File: config.mk
export PLATFORM = sky130hd
export DESIGN_NAME = coil_i2c_target
export DESIGN_NICKNAME = d
export VERILOG_FILES = /design/src/rtl/coil_i2c_pkg.sv /design/src/rtl/coil_i2c_sync.sv /design/src/rtl/coil_i2c_fsm.sv /design/src/rtl/coil_regs.sv /design/src/rtl/coil_i2c_target.sv
export SDC_FILE = /design/constraint.sdc
export NUM_CORES = 1
export LEC_CHECK = 0
export ABC_AREA = 1
export BUFFER_PORTS_ARGS = -buffer_cell sky130_fd_sc_hd__clkbuf_2
export CORE_AREA = 2 2 103 80
export DETAILED_ROUTE_END_ITERATION = 6
export DIE_AREA = 0 0 105 82
export PLACE_DENSITY_LB_ADDON = 0.05
export RECOVER_POWER = 100
export SLEW_MARGIN = 20
export SYNTH_ARGS = -nofsm -noshare
export SYNTH_HDL_FRONTEND = slang
export SYNTH_HIERARCHICAL = 1
export SYNTH_SLANG_ARGS = --single-unit
export TNS_END_PERCENT = 10
File: constraint.sdc
create_clock -name clk -period 2.58 [get_ports clk]
set_input_delay 0.129 -clock clk [delete_from_list [all_inputs] [get_ports clk]]
set_output_delay 0.129 -clock clk [all_outputs]
set_load 0.1 [all_outputs]
File: src/rtl/coil_i2c_pkg.sv
package coil_i2c_pkg;

    typedef enum logic [3:0] {
        ST_IDLE,
        ST_ADDR,
        ST_ADDR_ACK,
        ST_PTR,
        ST_PTR_ACK,
        ST_WDATA,
        ST_WDATA_ACK,
        ST_TX,
        ST_TX_ACK
    } bus_state_t;

    typedef struct packed {
        logic sda;
        logic scl_rise;
        logic scl_fall;
        logic start;
        logic stop;
    } bus_ev_t;

    localparam logic [7:0] RA_CTRL   = 8'h02;
    localparam logic [7:0] RA_CUR_HI = 8'h03;
    localparam logic [7:0] RA_CUR_LO = 8'h04;
    localparam logic [7:0] RA_FAULT  = 8'h05;
    localparam logic [7:0] RA_MODE   = 8'h06;
    localparam logic [7:0] RA_FREQ   = 8'h07;

    localparam logic [7:0] RST_FREQ  = 8'h83;

endpackage

File: src/rtl/coil_i2c_sync.sv
module coil_i2c_sync #(
    parameter int STAGES = 2
) (
    input  logic                  clk,
    input  logic                  rst_n,
    input  logic                  scl_i,
    input  logic                  sda_i,
    output coil_i2c_pkg::bus_ev_t ev_o
);
    localparam int LINES = 2;
    localparam int L_SCL = 1;
    localparam int L_SDA = 0;

    logic [STAGES-1:0][LINES-1:0] chain;
    logic [LINES-1:0]             settled;
    logic [LINES-1:0]             prev;

    assign settled = chain[STAGES-1];

    // Synchronizer chain and one-clock history; bus idles high.
    always_ff @(posedge clk or negedge rst_n) begin
        if (!rst_n) begin
            chain <= '1;
            prev  <= '1;
        end else begin
            chain <= {chain[STAGES-2:0], {scl_i, sda_i}};
            prev  <= settled;
        end
    end

    always_comb begin
        ev_o.sda      = settled[L_SDA];
        ev_o.scl_rise = settled[L_SCL] & ~prev[L_SCL];
        ev_o.scl_fall = ~settled[L_SCL] & prev[L_SCL];
        ev_o.start    = settled[L_SCL] & prev[L_SCL] & prev[L_SDA] & ~settled[L_SDA];
        ev_o.stop     = settled[L_SCL] & prev[L_SCL] & ~prev[L_SDA] & settled[L_SDA];
    end

    // a framing event is only reported while the clock line is steady high
    a_r2_frame_on_high: assert property (@(posedge clk) disable iff (!rst_n)
        (ev_o.start || ev_o.stop) |-> !(ev_o.scl_rise || ev_o.scl_fall));

endmodule

File: src/rtl/coil_i2c_fsm.sv
module coil_i2c_fsm #(
    parameter logic [6:0] DEV_ADDR = 7'b0001110
) (
    input  logic                  clk,
    input  logic                  rst_n,
    input  coil_i2c_pkg::bus_ev_t ev_i,
    input  logic [7:0]            rd_data_i,
    output logic [7:0]            rd_addr_o,
    output logic [7:0]            wr_addr_o,
    output logic [7:0]            wr_data_o,
    output logic                  wr_en_o,
    output logic                  sda_pull_o
);
    import coil_i2c_pkg::*;

    localparam logic [3:0] BYTE_BITS = 4'd8;
    localparam logic [3:0] LAST_TX   = 4'd7;

    bus_state_t state, state_nx;
    logic [7:0] shreg;
    logic [7:0] ptr;
    logic [3:0] bcnt;
    logic       mack;
    logic       byte_done;

    assign byte_done = ev_i.scl_fall && (bcnt == BYTE_BITS);

    // Next-state decision
    always_comb begin
        state_nx = state;
        if (ev_i.stop) begin
            state_nx = ST_IDLE;
        end else if (ev_i.start) begin
            state_nx = ST_ADDR;
        end else begin
            unique case (state)
                ST_IDLE:      state_nx = ST_IDLE;
                ST_ADDR:      if (byte_done) state_nx = (shreg[7:1] == DEV_ADDR) ? ST_ADDR_ACK : ST_IDLE;
                ST_ADDR_ACK:  if (ev_i.scl_fall) state_nx = shreg[0] ? ST_TX : ST_PTR;
                ST_PTR:       if (byte_done) state_nx = ST_PTR_ACK;
                ST_PTR_ACK:   if (ev_i.scl_fall) state_nx = ST_WDATA;
                ST_WDATA:     if (byte_done) state_nx = ST_WDATA_ACK;
                ST_WDATA_ACK: if (ev_i.scl_fall) state_nx = ST_WDATA;
                ST_TX:        if (ev_i.scl_fall && bcnt == LAST_TX) state_nx = ST_TX_ACK;
                ST_TX_ACK:    if (ev_i.scl_fall) state_nx = mack ? ST_TX : ST_IDLE;
                default:      state_nx = ST_IDLE;
            endcase
        end
    end

    // State register
    always_ff @(posedge clk or negedge rst_n) begin
        if (!rst_n) state <= ST_IDLE;
        else        state <= state_nx;
    end

    // Shift register, bit counter and pointer
    always_ff @(posedge clk or negedge rst_n) begin
        if (!rst_n) begin
            shreg <= '0;
            ptr   <= '0;
            bcnt  <= '0;
            mack  <= 1'b0;
        end else if (ev_i.start || ev_i.stop) begin
            bcnt <= '0;
        end else begin
            case (state)
                ST_ADDR, ST_PTR, ST_WDATA: begin
                    if (ev_i.scl_rise && bcnt != BYTE_BITS) begin
                        shreg <= {shreg[6:0], ev_i.sda};
                        bcnt  <= bcnt + 4'd1;
                    end
                    if (state == ST_PTR && byte_done)   ptr <= shreg;
                    if (state == ST_WDATA && byte_done) ptr <= ptr + 8'd1;
                end
                ST_ADDR_ACK: if (ev_i.scl_fall) begin
                    bcnt <= '0;
                    if (shreg[0]) shreg <= rd_data_i;
                end
                ST_PTR_ACK, ST_WDATA_ACK: if (ev_i.scl_fall) bcnt <= '0;
                ST_TX: if (ev_i.scl_fall) begin
                    shreg <= {shreg[6:0], 1'b0};
                    bcnt  <= bcnt + 4'd1;
                end
                ST_TX_ACK: begin
                    if (ev_i.scl_rise) mack <= ~ev_i.sda;
                    if (ev_i.scl_fall && mack) begin
                        shreg <= rd_data_i;
                        bcnt  <= '0;
                        ptr   <= ptr + 8'd1;
                    end
                end
                default: ;
            endcase
        end
    end

    // Outputs
    always_comb begin
        sda_pull_o = 1'b0;
        wr_en_o    = 1'b0;
        unique case (state)
            ST_ADDR_ACK, ST_PTR_ACK, ST_WDATA_ACK: sda_pull_o = 1'b1;
            ST_TX:    sda_pull_o = ~shreg[7];
            ST_WDATA: wr_en_o    = byte_done && !ev_i.start && !ev_i.stop;
            default:  ;
        endcase
    end

    assign rd_addr_o = (state == ST_TX_ACK) ? ptr + 8'd1 : ptr;
    assign wr_addr_o = ptr;
    assign wr_data_o = shreg;

    // every data write advances the pointer by exactly one
    a_r4_ptr_step: assert property (@(posedge clk) disable iff (!rst_n)
        wr_en_o |=> (ptr == $past(ptr) + 8'd1));

    // an acknowledge phase only begins on a clock falling edge
    a_r3_ack_on_fall: assert property (@(posedge clk) disable iff (!rst_n)
        ((state inside {ST_ADDR_ACK, ST_PTR_ACK, ST_WDATA_ACK}) && !$stable(state))
        |-> $past(ev_i.scl_fall));

    // a byte not acknowledged by the controller ends the read and keeps the pointer
    a_r5_nack_ends: assert property (@(posedge clk) disable iff (!rst_n)
        (state == ST_TX_ACK && ev_i.scl_fall && !mack && !ev_i.start && !ev_i.stop)
        |=> (state == ST_IDLE && $stable(ptr)));

endmodule

File: src/rtl/coil_regs.sv
module coil_regs #(
    parameter int CUR_W = 10
) (
    input  logic             clk,
    input  logic             rst_n,
    input  logic             wr_en_i,
    input  logic [7:0]       wr_addr_i,
    input  logic [7:0]       wr_data_i,
    input  logic [7:0]       rd_addr_i,
    output logic [7:0]       rd_data_o,
    input  logic [4:0]       fault_i,
    output logic             ring_en_o,
    output logic [CUR_W-1:0] coil_cur_o,
    output logic             coil_commit_o,
    output logic [4:0]       mode_o,
    output logic [7:0]       res_freq_o
);
    import coil_i2c_pkg::*;

    localparam int HI_W = CUR_W - 8;

    logic             ring_q;
    logic [HI_W-1:0]  hi_q;
    logic [7:0]       lo_q;
    logic [4:0]       mode_q;
    logic [7:0]       freq_q;
    logic [CUR_W-1:0] cur_q;
    logic             commit_q;
    logic             soft_rst;

    assign soft_rst = wr_en_i && (wr_addr_i == RA_CTRL) && wr_data_i[0];

    always_ff @(posedge clk or negedge rst_n) begin
        if (!rst_n) begin
            ring_q   <= 1'b1;
            hi_q     <= '0;
            lo_q     <= '0;
            mode_q   <= '0;
            freq_q   <= RST_FREQ;
            cur_q    <= '0;
            commit_q <= 1'b0;
        end else begin
            commit_q <= 1'b0;
            if (soft_rst) begin
                ring_q <= 1'b1;
                hi_q   <= '0;
                lo_q   <= '0;
                mode_q <= '0;
                freq_q <= RST_FREQ;
                cur_q  <= '0;
            end else if (wr_en_i) begin
                case (wr_addr_i)
                    RA_CTRL:   ring_q <= wr_data_i[1];
                    RA_CUR_HI: hi_q   <= wr_data_i[HI_W-1:0];
                    RA_CUR_LO: begin
                        lo_q     <= wr_data_i;
                        cur_q    <= {hi_q, wr_data_i};
                        commit_q <= 1'b1;
                    end
                    RA_MODE:   mode_q <= wr_data_i[4:0];
                    RA_FREQ:   freq_q <= wr_data_i;
                    default:   ;
                endcase
            end
        end
    end

    always_comb begin
        rd_data_o = '0;
        case (rd_addr_i)
            RA_CTRL:   rd_data_o[1]        = ring_q;
            RA_CUR_HI: rd_data_o[HI_W-1:0] = hi_q;
            RA_CUR_LO: rd_data_o           = lo_q;
            RA_FAULT:  rd_data_o[4:0]      = fault_i;
            RA_MODE:   rd_data_o[4:0]      = mode_q;
            RA_FREQ:   rd_data_o           = freq_q;
            default:   ;
        endcase
    end

    assign ring_en_o     = ring_q;
    assign coil_cur_o    = cur_q;
    assign coil_commit_o = commit_q;
    assign mode_o        = mode_q;
    assign res_freq_o    = freq_q;

    // the coil current moves only with a commit or a soft reset
    a_r7_cur_gated: assert property (@(posedge clk) disable iff (!rst_n)
        !$stable(cur_q) |-> (commit_q || $past(soft_rst)));

    // the commit strobe lasts one clock
    a_r7_commit_single: assert property (@(posedge clk) disable iff (!rst_n)
        commit_q |=> !commit_q);

    // a soft reset restores the defaults on the next clock
    a_r8_soft_defaults: assert property (@(posedge clk) disable iff (!rst_n)
        soft_rst |=> (ring_q && mode_q == '0 && freq_q == RST_FREQ && cur_q == '0 && hi_q == '0));

endmodule

File: src/rtl/coil_i2c_target.sv
module coil_i2c_target #(
    parameter logic [6:0] DEV_ADDR    = 7'b0001110,
    parameter int         SYNC_STAGES = 2,
    parameter int         CUR_W       = 10
) (
    input  logic             clk,
    input  logic             rst_n,
    input  logic             scl_i,
    input  logic             sda_i,
    output logic             sda_pull_o,
    input  logic [4:0]       fault_i,
    output logic             ring_en_o,
    output logic [CUR_W-1:0] coil_cur_o,
    output logic             coil_commit_o,
    output logic [2:0]       pwm_sel_o,
    output logic             lin_mode_o,
    output logic             settle_one_o,
    output logic [7:0]       res_freq_o
);
    import coil_i2c_pkg::*;

    bus_ev_t    ev;
    logic [7:0] rd_addr, rd_data, wr_addr, wr_data;
    logic       wr_en;
    logic [4:0] mode;

    coil_i2c_sync #(.STAGES(SYNC_STAGES)) u_sync (
        .clk   (clk),
        .rst_n (rst_n),
        .scl_i (scl_i),
        .sda_i (sda_i),
        .ev_o  (ev)
    );

    coil_i2c_fsm #(.DEV_ADDR(DEV_ADDR)) u_fsm (
        .clk        (clk),
        .rst_n      (rst_n),
        .ev_i       (ev),
        .rd_data_i  (rd_data),
        .rd_addr_o  (rd_addr),
        .wr_addr_o  (wr_addr),
        .wr_data_o  (wr_data),
        .wr_en_o    (wr_en),
        .sda_pull_o (sda_pull_o)
    );

    coil_regs #(.CUR_W(CUR_W)) u_regs (
        .clk           (clk),
        .rst_n         (rst_n),
        .wr_en_i       (wr_en),
        .wr_addr_i     (wr_addr),
        .wr_data_i     (wr_data),
        .rd_addr_i     (rd_addr),
        .rd_data_o     (rd_data),
        .fault_i       (fault_i),
        .ring_en_o     (ring_en_o),
        .coil_cur_o    (coil_cur_o),
        .coil_commit_o (coil_commit_o),
        .mode_o        (mode),
        .res_freq_o    (res_freq_o)
    );

    assign pwm_sel_o    = mode[4:2];
    assign lin_mode_o   = mode[1];
    assign settle_one_o = mode[0];

endmodule

==> results.tsv <==
stage	metric	value	unit
synth	Synth area leader	dfrtp_1	
critical_path	CP delay by family, top	simple AND/OR/NAND/NOR gates	
layout	layout cells sized above 1	0.1334	
synth	Synth warnings	6	
critical_path	Max stage delay on crit path	0.40	ns
critical_path	critical path class	register to register	
sta	post-route minimum period	2.411	ns
layout	register area	1465	um^2
clock_tree	clk sink count	58	
sta	Final Hold Slack	0.3645	ns
clock_tree	TritonCTS clock tree	yes	
layout	# diodes	0	
pwr	Max IR drop VDD	0.5469	mV
synth	Syn Nets	559	
outcome	violations in the final reports	capacitance limit, slew limit	
synth	Post-Synthesis Cells	547	
placed_design	I/O Buffers	34	
pwr	cell-internal power	0.001687	W
floorplan	Initial Utilization	0.4880	
route	DRT Wirelength	10.35	mm
clock_tree	Clock Latency Late Sink	0.35	ns
min_path	worst hold start	u_sync/chain[0]	
run	max-cap viol count	1	
synth	share of the synthesized area in the top cell type	0.3223	
sta	Clock Skews	0.01192	ns
pwr	PwrDens	627.3	nW/um^2
pwr	Net Sw Power	0.001028	W
floorplan	Die ar.	8610	um^2
clock_tree	clk slew on worst S/H paths	0.08	ns
pwr	Tot Pwr	0.002714	W
route	Routed WL per cell	14.53	um
synth	synth cell count leaders	176 x nand2_1, 99 x nand3_1, 59 x inv_1	
sta	final period utilization	0.9344	
synth	Async SR Flop Fraction	1.000	
synth	register bit total from synthesis	58	
critical_path	slowest stage cell, crit path	dfrtp_1	
floorplan	die width	105	um
critical_path	CP max FO	13	
critical_path	Arr. time, crit path	2.70	ns
synth	Avg Inst Size Synth	6.814	um^2
floorplan	I/O pin count	35	
route	Initial DRC Count	281	
clock_tree	TritonCTS Buffers	9	
sta	Final Hold Violating Endpoints	0	
min_path	Hold EP	u_sync/settled[0]	
critical_path	Crit path top cell by count	nor2_1	
sta	Setup TNS	0	ns
synth	dominant synthesized flop cell	dfrtp_1	
clock_tree	CTS Root Cell	clkbuf_8	
clock_tree	clk buf depth	2	
synth	Post-synth EDFFs	0	
floorplan	# rows	28	
global_routing	largest net degree at the start of global routing	32	
sta	Relative slew margins	-0.1571	
critical_path	setup slack, reg-to-reg	0.17	ns
route	Via Count	3746	
critical_path	CP Launch Point	u_fsm/wr_addr_o[0]	
synth	sequential area share after synthesis	0.3927	
placed_design	routability cong.	0.9198	
pwr	sequential fraction of design power	0.437	
global_routing	global-route wire length before repair	16.70	mm
pwr	clock network fraction of total power	0.323	
critical_path	Critical Path Sink Type	register	
sta	final setup vio count	0	
floorplan	Die Height	82	um
route	DRC viols	0	
placed_design	Detail Placement HPWL	7.543	mm
synth	Mapped Area	3727	um^2
layout	Finished Cell Area	4327	um^2
pwr	sw frac	0.3786	
pwr	Comb pwr share	0.240	
critical_path	worst path cell trace	ha_1 -> nand4_1 -> xor2_2 -> o21ai_0 -> nor2_1 -> nand2_2 -> inv_2 -> buf_6 -> nand3_1 -> nand2_1 -> nor2_1 -> nor2_1 -> inv_1 -> nor3_1 -> nor2_1 -> nand2_1 -> nand3_1 -> nand2_1	
floorplan	Core ar.	7637	um^2
sta	Max Clk Rate	414.8	MHz
global_routing	Remaining Overflow, GRT	0	
min_path	Min-Delay Path Depth	0	
layout	final net count	614	
synth	Synth cell types	32	
route	Final ANT Viol Nets	0	
critical_path	required time of the worst setup path	2.87	ns
clock_tree	htree depth	3	
critical_path	WP buf/inv	3	
global_routing	initial antenna violation count	0	
placed_design	dpl cell area	4088	um^2
global_routing	vias in the first global route	3270	
sta	Max Slew Vio Count	32	
critical_path	R2R cell count	18	
pwr	leakage power	2.267	nW
layout	Layout area overhead	16.08	%
critical_path	FF-to-FF End	u_fsm/wr_data_o[3]	
synth	synth top area cells	dfrtp_1 32%, nand2_1 18%, nand3_1 13%, dfstp_2 7.0%, inv_1 5.9%	
min_path	worst min path class	register to register	
outcome	status	complete, but fails checks	
layout	Filler Cell Count	799	
sta	RSZ-0062 raised after global routing	yes	
global_routing	total track usage	0.2497	
route	DR vias/cell	5.261	
critical_path	launching point of the worst reg2reg path	u_fsm/wr_addr_o[0]	
route	1st-pass router iterations	5	
layout	multi-input logic area	1971	um^2
sta	worst slew pin tran	1.736	ns
critical_path	CP Launch Type	register	
synth	most frequent cell after synthesis	nand2_1	
[sequential cells by signal, indices dropped and copies added (netlist names), 3 cells and up]
name               count
u_fsm/bcnt             4
u_fsm/state            4
u_fsm/wr_addr_o        8
u_fsm/wr_data_o        8
u_regs/coil_cur_o      3
u_regs/lo_q            7
u_regs/mode_o          5
u_regs/res_freq_o      8
[cell usage in the layout, fill, tap and decap left out, types with 4 or more instances in the layout]
master / instances
clkbuf_1: 30
clkbuf_8: 10
o21ai_1: 7
dfstp_2: 7
nand4_1: 6
nor2_4: 4
nand2_2: 6
o21ai_0: 27
clkbuf_2: 9
buf_4: 16
nor2_2: 6
nand3_2: 5
nor3_1: 10
dfrtp_1: 47
nor2_1: 42
inv_1: 59
inv_2: 4
nand3_1: 99
xor2_1: 6
nand2_1: 174
[logic make-up after synthesis]
| group | share of synthesized area |
|---|---|
| AOI/OAI and AO/OA | 0.05774 |
| adders and majority gates | 0.01007 |
| DFF | 0.3927 |
| xor gates and xnor gates | 0.01880 |
| and+or+nand+nor | 0.4307 |
| buffers and inverters | 0.08996 |
[what timing repair did]
item	4_1_cts	5_1_grt
endpoints found under the setup margin	0	8
gates resized for setup	0	14
hold buffers	3	0
hold endpoints to repair	50	0
buffers inserted	0	1
[how the worst max path moves through the flow]
stage / to / slack (ns) / depth (start not counted)
after floorplan: u_fsm/wr_data_o[2] / 0.16 / 18
after global placement: u_fsm/wr_data_o[3] / 0.16 / 18
after detailed placement: u_fsm/wr_data_o[1] / 0.1 / 19
after CTS: u_fsm/wr_data_o[6] / 0.08 / 17
after global routing: u_fsm/wr_data_o[2] / -0.08 / 16
final: u_fsm/wr_data_o[3] / 0.17 / 18
[final cells by class]
cell class                 count  share of cell area
inverter                      63             0.05466
sequential                    58              0.3386
timing repair buffer          59             0.07374
clock buffer                  10             0.03181
tap                          105             0.03036
clock inverter                 6             0.01533
multi-input combinational    411              0.4555
[layer usage]
| metal | vias up | GRT usage | wire, um | part of all wire |
|---|---|---|---|---|
| met5 | - | 0 | 0 | 0 |
| li1 | 1869 | - | - | - |
| met2 | 117 | 0.3468 | 4286 | 0.41 |
| met3 | 13 | 0.04762 | 679 | 0.066 |
| met1 | 1747 | 0.3842 | 5233 | 0.51 |
| met4 | 0 | 0.08267 | 148 | 0.014 |
[power by group through the flow]
stage	combinational, W	clock [W]	sequential, W
final	0.000651	0.000876	0.00119
after global routing	0.000748	0.000941	0.00120
after CTS	0.000644	0.000894	0.00118
after detailed placement	0.000635	0	0.00120
after floorplan	0.000471	0	0.00113
after global placement	0.000626	0	0.00120
[per-stage QoR]
step           cells    util  setup WS (ns)
2_1_floorplan    547       -         0.1575
3_3_place_gp     692  0.5352         0.1648
3_5_place_dp     692  0.5352        0.09690
4_1_cts          711  0.5659        0.07893
5_1_grt          712  0.5665       -0.08015
6_report         712  0.5665         0.1692
Power figures use the tool's default switching activity.
